**config.mk**
```make
export PLATFORM = sky130hd
export DESIGN_NAME = adc_precharge_seq
export DESIGN_NICKNAME = d
export VERILOG_FILES = /design/src/rtl/adc_pre_pkg.sv /design/src/rtl/adc_pre_ctrl.sv /design/src/rtl/adc_pre_dp.sv /design/src/rtl/adc_precharge_seq.sv
export SDC_FILE = /design/constraint.sdc
export NUM_CORES = 1
export LEC_CHECK = 0
export CAP_MARGIN = 25
export CORE_MARGIN = 4
export CORE_UTILIZATION = 40
export CTS_BUF_LIST = sky130_fd_sc_hd__clkbuf_16
export CTS_CLUSTER_SIZE = 10
export DETAILED_ROUTE_END_ITERATION = 8
export DONT_BUFFER_PORTS = 1
export SLEW_MARGIN = 10
export SYNTH_ARGS = -nofsm -noshare
export SYNTH_HDL_FRONTEND = slang
export SYNTH_SLANG_ARGS = --single-unit
```
**constraint.sdc**
```tcl
create_clock -name clk -period 2.6 [get_ports clk]
set_input_delay 0.52 -clock clk [delete_from_list [all_inputs] [get_ports clk]]
set_output_delay 0.52 -clock clk [all_outputs]
set_load 0.02 [all_outputs]
```
**src/rtl/adc_pre_pkg.sv**
```systemverilog
package adc_pre_pkg;
  localparam int REG_W = 8;
  localparam int B_PREPOL = 7;
  localparam int B_INV    = 6;
  localparam int B_GUARD  = 5;
  localparam int B_CAPONLY = 1;
  localparam int B_PAIR   = 0;
  localparam logic [REG_W-1:0] IMPL_MASK =
    (REG_W'(1) << B_PREPOL) | (REG_W'(1) << B_INV) | (REG_W'(1) << B_GUARD) |
    (REG_W'(1) << B_CAPONLY) | (REG_W'(1) << B_PAIR);

  typedef struct packed {
    logic startSeq;
    logic preActive;
    logic handoff;
    logic convEnd;
  } seqStrobes_t;

  typedef struct packed {
    logic prePol;
    logic invSecond;
    logic guardPol;
    logic capOnly;
    logic pairMode;
  } preCfg_t;
endpackage

```
**src/rtl/adc_pre_ctrl.sv**
```systemverilog
module adc_pre_ctrl
  import adc_pre_pkg::*;
#(
  parameter int CNT_W = 8
) (
  input  logic             clk,
  input  logic             rstN,
  input  logic             convStart,
  input  logic [CNT_W-1:0] preCount,
  input  logic             convDone,
  input  logic             needSecond,
  output seqStrobes_t      stb
);
  typedef enum logic [1:0] {S_IDLE, S_PRE, S_HAND, S_WAIT} seqState_t;

  seqState_t state, nextState;
  logic [CNT_W-1:0] cnt, cntLatch;

  always_comb begin
    nextState = state;
    stb = '0;
    case (state)
      S_IDLE: if (convStart) begin
        stb.startSeq = 1'b1;
        nextState = (preCount == '0) ? S_HAND : S_PRE;
      end
      S_PRE: begin
        stb.preActive = 1'b1;
        if (cnt == '0) nextState = S_HAND;
      end
      S_HAND: begin
        stb.handoff = 1'b1;
        nextState = S_WAIT;
      end
      S_WAIT: if (convDone) begin
        stb.convEnd = 1'b1;
        if (needSecond) nextState = (cntLatch == '0) ? S_HAND : S_PRE;
        else nextState = S_IDLE;
      end
      default: nextState = S_IDLE;
    endcase
  end

  always_ff @(posedge clk or negedge rstN) begin
    if (!rstN) begin
      state <= S_IDLE;
      cnt <= '0;
      cntLatch <= '0;
    end else begin
      state <= nextState;
      if (stb.startSeq) begin
        cntLatch <= preCount;
        cnt <= preCount - 1'b1;
      end else if (stb.preActive) begin
        cnt <= cnt - 1'b1;
      end else if (stb.convEnd && needSecond) begin
        cnt <= cntLatch - 1'b1;
      end
    end
  end
endmodule

```
**src/rtl/adc_pre_dp.sv**
```systemverilog
module adc_pre_dp
  import adc_pre_pkg::*;
#(
  parameter int ADDR_W = 12,
  parameter logic [ADDR_W-1:0] REG_ADDR = 12'h230
) (
  input  logic              clk,
  input  logic              rstN,
  input  logic [ADDR_W-1:0] regAddr,
  input  logic              regWrEn,
  input  logic [REG_W-1:0]  regWrData,
  output logic [REG_W-1:0]  regRdData,
  input  seqStrobes_t       stb,
  output logic              needSecond,
  output logic              pinDrvEn,
  output logic              pinLvl,
  output logic              capDrvEn,
  output logic              capLvl,
  output logic              guardLvl,
  output logic              convGo,
  output logic              compStrobe
);
  logic [REG_W-1:0] ctrlReg;
  preCfg_t cfg;
  logic secondPhase;
  logic flip, polEff;
  logic addrHit;

  assign addrHit = (regAddr == REG_ADDR);
  assign regRdData = addrHit ? ctrlReg : '0;

  always_ff @(posedge clk or negedge rstN) begin
    if (!rstN) ctrlReg <= '0;
    else if (regWrEn && addrHit) ctrlReg <= regWrData & IMPL_MASK;
  end

  always_ff @(posedge clk or negedge rstN) begin
    if (!rstN) begin
      cfg <= '0;
      secondPhase <= 1'b0;
      compStrobe <= 1'b0;
    end else begin
      compStrobe <= stb.convEnd && !needSecond;
      if (stb.startSeq) begin
        cfg.prePol    <= ctrlReg[B_PREPOL];
        cfg.invSecond <= ctrlReg[B_INV];
        cfg.guardPol  <= ctrlReg[B_GUARD];
        cfg.capOnly   <= ctrlReg[B_CAPONLY];
        cfg.pairMode  <= ctrlReg[B_PAIR];
        secondPhase   <= 1'b0;
      end else if (stb.convEnd) begin
        secondPhase <= needSecond;
      end
    end
  end

  assign needSecond = cfg.pairMode && !secondPhase;
  assign flip = cfg.pairMode && cfg.invSecond && secondPhase;
  assign polEff = cfg.prePol ^ flip;

  assign capDrvEn = stb.preActive;
  assign pinDrvEn = stb.preActive && !cfg.capOnly;
  assign pinLvl   = stb.preActive && polEff;
  assign capLvl   = stb.preActive && !polEff;
  assign guardLvl = stb.preActive && (cfg.guardPol ^ flip);
  assign convGo   = stb.handoff;
endmodule

```
**src/rtl/adc_precharge_seq.sv**
```systemverilog
module adc_precharge_seq
  import adc_pre_pkg::*;
#(
  parameter int ADDR_W = 12,
  parameter logic [ADDR_W-1:0] REG_ADDR = 12'h230,
  parameter int CNT_W = 8
) (
  input  logic              clk,
  input  logic              rstN,
  input  logic [ADDR_W-1:0] regAddr,
  input  logic              regWrEn,
  input  logic [REG_W-1:0]  regWrData,
  output logic [REG_W-1:0]  regRdData,
  input  logic              convStart,
  input  logic [CNT_W-1:0]  preCount,
  input  logic              convDone,
  output logic              pinDrvEn,
  output logic              pinLvl,
  output logic              capDrvEn,
  output logic              capLvl,
  output logic              guardLvl,
  output logic              convGo,
  output logic              compStrobe
);
  seqStrobes_t stb;
  logic needSecond;

  adc_pre_ctrl #(.CNT_W(CNT_W)) i_ctrl (
    .clk(clk), .rstN(rstN), .convStart(convStart), .preCount(preCount),
    .convDone(convDone), .needSecond(needSecond), .stb(stb)
  );

  adc_pre_dp #(.ADDR_W(ADDR_W), .REG_ADDR(REG_ADDR)) i_dp (
    .clk(clk), .rstN(rstN), .regAddr(regAddr), .regWrEn(regWrEn),
    .regWrData(regWrData), .regRdData(regRdData), .stb(stb),
    .needSecond(needSecond), .pinDrvEn(pinDrvEn), .pinLvl(pinLvl),
    .capDrvEn(capDrvEn), .capLvl(capLvl), .guardLvl(guardLvl),
    .convGo(convGo), .compStrobe(compStrobe)
  );
endmodule

```
### After elaboration in Yosys (flattened, before gate mapping)

Cells that the tools add are included.
W data, S select, Z words.

* input bits: 33
* word-level logic and storage cells: 63
* output and inout port bits: 15
* flip-flop bits (word level): 30

* multiplexer cells: 19
* equality and inequality tests: 7
* bitwise gates (word level): 2
* reduce and logical (&&, ||, !) cells: 21
* add/subtract/negate cells: 3

Operators with widths (count)
* $mux W8: 4
* $logic_not A8 Y1: 3
* $sub A8 B1 Y8 const B: 3
* $eq A12 B10 Y1 const B: 1
* $mux W2: 6
* $logic_and A1 B1 Y1: 10
* $mux W1: 8
* $pmux W2 S4: 1
* $eq A2 B2 Y1 const B: 2
* $logic_not A1 Y1: 4
* $ne A2 B2 Y1 const B: 2
* $reduce_and A3 Y1: 1
* $reduce_bool A3 Y1: 1
* $eq A2 B1 Y1 const B: 1
* $logic_not A2 Y1: 1
* $ne A2 B1 Y1 const B: 1
* $reduce_bool A2 Y1: 1
* $xor A1 B1 Y1: 2

### Depth between registers and ports, before layout

* depth after elaboration: 6
* depth in mapped cells: 9
* mapped depth without buffers: 8

### Cells and area by module

A second synthesis with hierarchy kept.

* cells, all modules: 168
* area, all modules: 1833.0 um2

Modules (own cells, without submodules)
* adc_pre_ctrl: times used 1, cells each 118, area an instance 1192.4 um2, sequential area each 450.4 um2
* adc_pre_dp: times used 1, cells each 50, area an instance 640.6 um2, sequential area each 300.3 um2

### Worst setup path before layout

Ideal clock, no wire load.

* path type: input-to-reg
* from: input port convStart
* to: register i_ctrl.cnt[7]
* path buffers: 0
* arrival: 1966 ps
* library setup time: 82 ps
* stages on the path: 6
* slack: 552 ps
* required time: 2518 ps
* cells stage by stage: nor3b_2 -> a22o_2 -> a221oi_4 -> nand3_1 -> or4_1 -> a31oi_1

* longest elaborated chain between the ends: 3
* elaborated cells between the ends (all ways): 4
* those cells by class: 3 x mux; 1 x reduce/logical

RTL lines
* start, declared: RTL line adc_precharge_seq.sv:14 `input logic convStart,`
* $mux W1 (*): RTL line adc_pre_ctrl.sv:23 `S_IDLE: if (convStart) begin`
* $mux W1 (*): RTL line adc_pre_ctrl.sv:22 `case (state)`
* $reduce_bool A3 Y1 (no source line) or $mux W8 (tied branches)
* end signal, assigned: RTL line adc_pre_ctrl.sv:53 `cnt <= preCount - 1'b1;`
* end signal, assigned: RTL line adc_pre_ctrl.sv:55 `cnt <= cnt - 1'b1;`
* end signal, assigned: RTL line adc_pre_ctrl.sv:57 `cnt <= cntLatch - 1'b1;`
* end, declared: RTL line adc_pre_ctrl.sv:17 `logic [CNT_W-1:0] cnt, cntLatch;`

Mark *: on every way between the ends. The rest lies on a longest branch, timed or not.
A chain may end at the register's enable or synchronous reset.

### Worst setup path in the final report

* from: register i_ctrl.state[1]
* to: register i_ctrl.cnt[7]

* longest elaborated chain between the ends: 4
* elaborated cells between the ends (all ways): 10
* those cells by class: 2 x eq/ne; 5 x mux; 3 x reduce/logical

RTL lines
* start, declared: RTL line adc_pre_ctrl.sv:16 `seqState_t state, nextState;`
* start signal, assigned: RTL line adc_pre_ctrl.sv:50 `state <= nextState;`
* $eq A2 B1 Y1 or $eq A2 B2 Y1 (tied branches): RTL line adc_pre_ctrl.sv:22
* $mux W1: RTL line adc_pre_ctrl.sv:22
* $mux W8 or $logic_and A1 B1 Y1 (tied branches): RTL line adc_pre_ctrl.sv:54, adc_pre_ctrl.sv:56
* $mux W8 or $reduce_bool A3 Y1 (tied branches)

Parallel ways exist; a longest one is shown, timed or not.

==> flow_summary.toml <==
[yosys]
ys_top_cells_by_area = "dfrtp_1, mux2_2, o21ai_0, nand2_1, a221oi_4"
yosys_most_used_dff = "dfrtp_1"
synthXorXnorAreaFrac_pct = 3.037
synth_warnings = 0
yosys.area.top_type_share_pct = 43.38
async_reset_ff_share_pct = 100.0
synth_mux_area_share_pct = 10.99
postSynthAreaPerCell_um2 = 10.18
compound_gate_fraction_of_synth_area_pct = 16.27
post_synth_instance_area_mm2 = 0.001730
synth_enable_flop_cells = 0
syn_inst = 170
synth_top_family_by_area = "simple AND/OR/NAND/NOR gates"
synth_cell_types = 45
synth-seq-cells = 30
synth-simple-area-share_pct = 20.46
synth_area_leader_cell = "dfrtp_1"
synth.yosys.seq_area_share_pct = 43.38
synthAdderAreaFrac_pct = 0.7231

[floorplanning]
initial_core_util_pct = 42.35
fp.dieW_um = 73.77
die_h_um = 73.77
row_count = 23
io-pin-count = 48
floorplan_die_area_mm2 = 0.005442
design.core.area_mm2 = 0.004086

[status]
outcome = "completed"

[worst_setup_path]
max_incr_delay_on_cp_ps = 570
timing.critical_path.from_type = "register"
critical_path.endpoint_type = "register"
cp.buffers_inverters = 1
crit_chain = "nor3b_2, buf_4, o21ai_0, or4_1, a31oi_1"
critPathArrivalTime_ps = 2470
timing.critical_path.max_delay_family = "simple AND/OR/NAND/NOR gates"
cp_data_required_time_ps = 2790
setup.worst_path.class = "reg -> reg"
timing.critical_path.slowest_stage_cell = "nor3b_2"
path_max_fanout = 12

[global_routing]
antenna_found_initial = 0
number_of_global_route_vias_before_repair = 1280
grtUsageTotal_pct = 15.16
maximum_number_of_pins_on_one_net_before_global_route_repair = 31
wire_length_of_the_first_global_routing_pass_mm = 6.279
overflow = 0

[timing]
hold_viol_final = 0
final.setup_skew_ps = 2.738
fin_crit_ps = 2281
timing.final.crit_share_pct = 87.74
maxSlewHeadroom_pct = 55.32
timing_max_transition_violations_final = 0
fin_ws_ps = 318.7
final.setup.tns_ps = 0
worst-slew-pin-transition_ps = 667.8
fmax_mhz = 438.3
setup_violators_final = 0
rsz0062_at_grt = "no"

[placement]
dp_hpwl_mm = 2.895
io_buffer_count = 0
dp_worst_setup_slack_ps = 307.5
gp_congestion = 0.8204

[clocking]
latest_clock_arrival_within_the_worst_skew_pair_ps = 270
cts.htree.levels = 2
register_clock_pin_slew_on_the_reported_worst_setup_and_hold_paths_ps = 50
cts.sink_count = 30
ctsRootBufferMaster = "clkbuf_16"
cts_setup_buffers = 0
cts_tree = "yes"
numCtsBuffers = 5
max-clock-path-buffers = 2

[power]
peakVddDrop_mv = 0.4664
cellInternalPower_mw = 1.422
power_density_mw_per_mm2 = 1253
netSwitchingPower_mw = 0.9803
share_seq_of_total_power_pct = 33.1
share_comb_of_total_power_pct = 44.8
leak_nw = 0.8231
clock_power_share_pct = 22.1
power.switching_fraction_pct = 40.81

[drt]
detailed_route_wl_mm = 3.707
vias_per_cell = 5.716
initialDrtViolationCount = 84
drt_pass1_iterations = 4
drt_drc_violations_left = 0
antenna_nets_post_route = 0
via_count = 1286
wl_per_cell_um = 16.48

[finish]
multi_input_comb_area_um2 = 902.1
antennaDiodeCount = 0
drive_gt1_share_pct = 21.71
area.sequential_um2 = 750.7
area_delta_synth_final_pct = 10.77
num-fill-cells = 390
finalNetCount = 208

[job]
cap_viol_max_count = 0

[min_path]
holdCritPathClass = "in -> async"
-- cell usage after synthesis (all sizes together) (2+ instances only) --
cell	count
dfrtp	30
nand2	18
mux2	16
nor2	14
o21ai	14
nand3	7
a22o	6
and2	6
buf	6
inv	5
a221oi	4
nor4	4
nor4b	4
xor2	4
a31oi	3
clkbuf	3
nor3	3
a21oi	2
nor3b	2
xnor2	2
-- repair_timing --
item | CTS | global route
gates resized for setup | 0 | 0
endpoints found under the setup margin | 0 | 0
endpoints found under the hold margin | 30 | 0
hold buffers | 1 | 0
-- power by group through the flow --
stage / Clock, mW / Combinational [mW] / Sequential [mW]
global route: 0.571 / 1.22 / 0.817
finish: 0.530 / 1.08 / 0.796
CTS: 0.545 / 1.08 / 0.796
global placement: 0 / 1.04 / 0.797
floorplan: 0 / 0.944 / 0.748
detailed placement: 0 / 1.07 / 0.802
-- metrics by stage --
stage / power [mW] / instance area (um^2) / utilization, % / hold WS (ps) / instances
2_1_floorplan: 1.691 / 1738 / - / 224.4 / 172
3_3_place_gp: 1.842 / 1759 / 43.05 / 226.0 / 216
3_5_place_dp: 1.870 / 1759 / 43.05 / 226.2 / 216
4_1_cts: 2.422 / 1917 / 46.91 / 71.38 / 225
5_1_grt: 2.609 / 1917 / 46.91 / 75.75 / 225
6_report: 2.402 / 1917 / 46.91 / 68.96 / 225
-- worst paths after layout --
check	startpoint	cells after the start	endpoint	slack (ps)
setup / recovery	i_ctrl.state[1]$_DFFE_PN0P_	5	i_ctrl.cnt[7]$_DFFE_PN0P_	320
hold / removal	rstN	1	i_dp.compStrobe$_DFF_PN0_	70
setup reg to reg	i_ctrl.state[1]$_DFFE_PN0P_	5	i_ctrl.cnt[7]$_DFFE_PN0P_	320
hold reg to reg	i_dp.cfg[3]$_DFFE_PN0P_	1	i_dp.cfg[3]$_DFFE_PN0P_	510
max in group asynchronous	rstN	1	i_ctrl.cntLatch[2]$_DFFE_PN0P_	2370
min in group clk	convDone	1	i_ctrl.state[1]$_DFFE_PN0P_	360
-- layer usage --
metal  vias to the layer above  GRT usage (%)  wire [um]
met5                         -              0          0
met4                         0          5.231         39
met3                         4          5.335        194
met2                        49          24.90       1941
met1                       615          18.34       1531
li1                        618              -          -
-- state kept, by name, indices dropped and copies added, names as in the netlist --
name	count
i_dp.cfg	5
i_dp.ctrlReg	5
i_ctrl.state	2
i_ctrl.cntLatch	8
i_ctrl.cnt	8
i_dp.compStrobe	1
i_dp.secondPhase	1
-- cell families after synthesis --
group           Yosys count
flops                    30
compound gates           35
buf+inv                  14
other cells               1
simple gates             66
xor+xnor                  6
fa+ha+maj                 1
mux                      17
-- area by class of cell --
type | instances | share of cell area (%)
timing repair buffer | 4 | 2.219
multi-input combinational | 128 | 47.06
sequential | 30 | 39.16
inverter | 5 | 1.110
clock buffer | 5 | 6.527
clock inverter | 3 | 0.6527
tap | 50 | 3.264
-- cells in the final DEF (no fill, tap or decap), types with 2 or more instances in the layout --
master	Yosys	routed
and2_1	6	6
nor4_1	4	4
conb_1	1	3
a31oi_1	3	3
xnor2_1	2	2
nand2_1	16	16
clkbuf_16	0	5
xor2_1	4	4
dfrtp_1	30	30
a22o_1	4	4
a221oi_2	2	2
nand3_1	7	7
mux2_2	16	16
a21oi_1	2	2
o21ai_0	14	14
nor4b_1	4	4
nor2_1	14	14
nand2_2	2	2
a22o_2	2	2
inv_1	3	4
a221oi_4	2	2
buf_4	4	3
nor3_1	2	2
No activity file was read; power rests on OpenSTA's default activity.
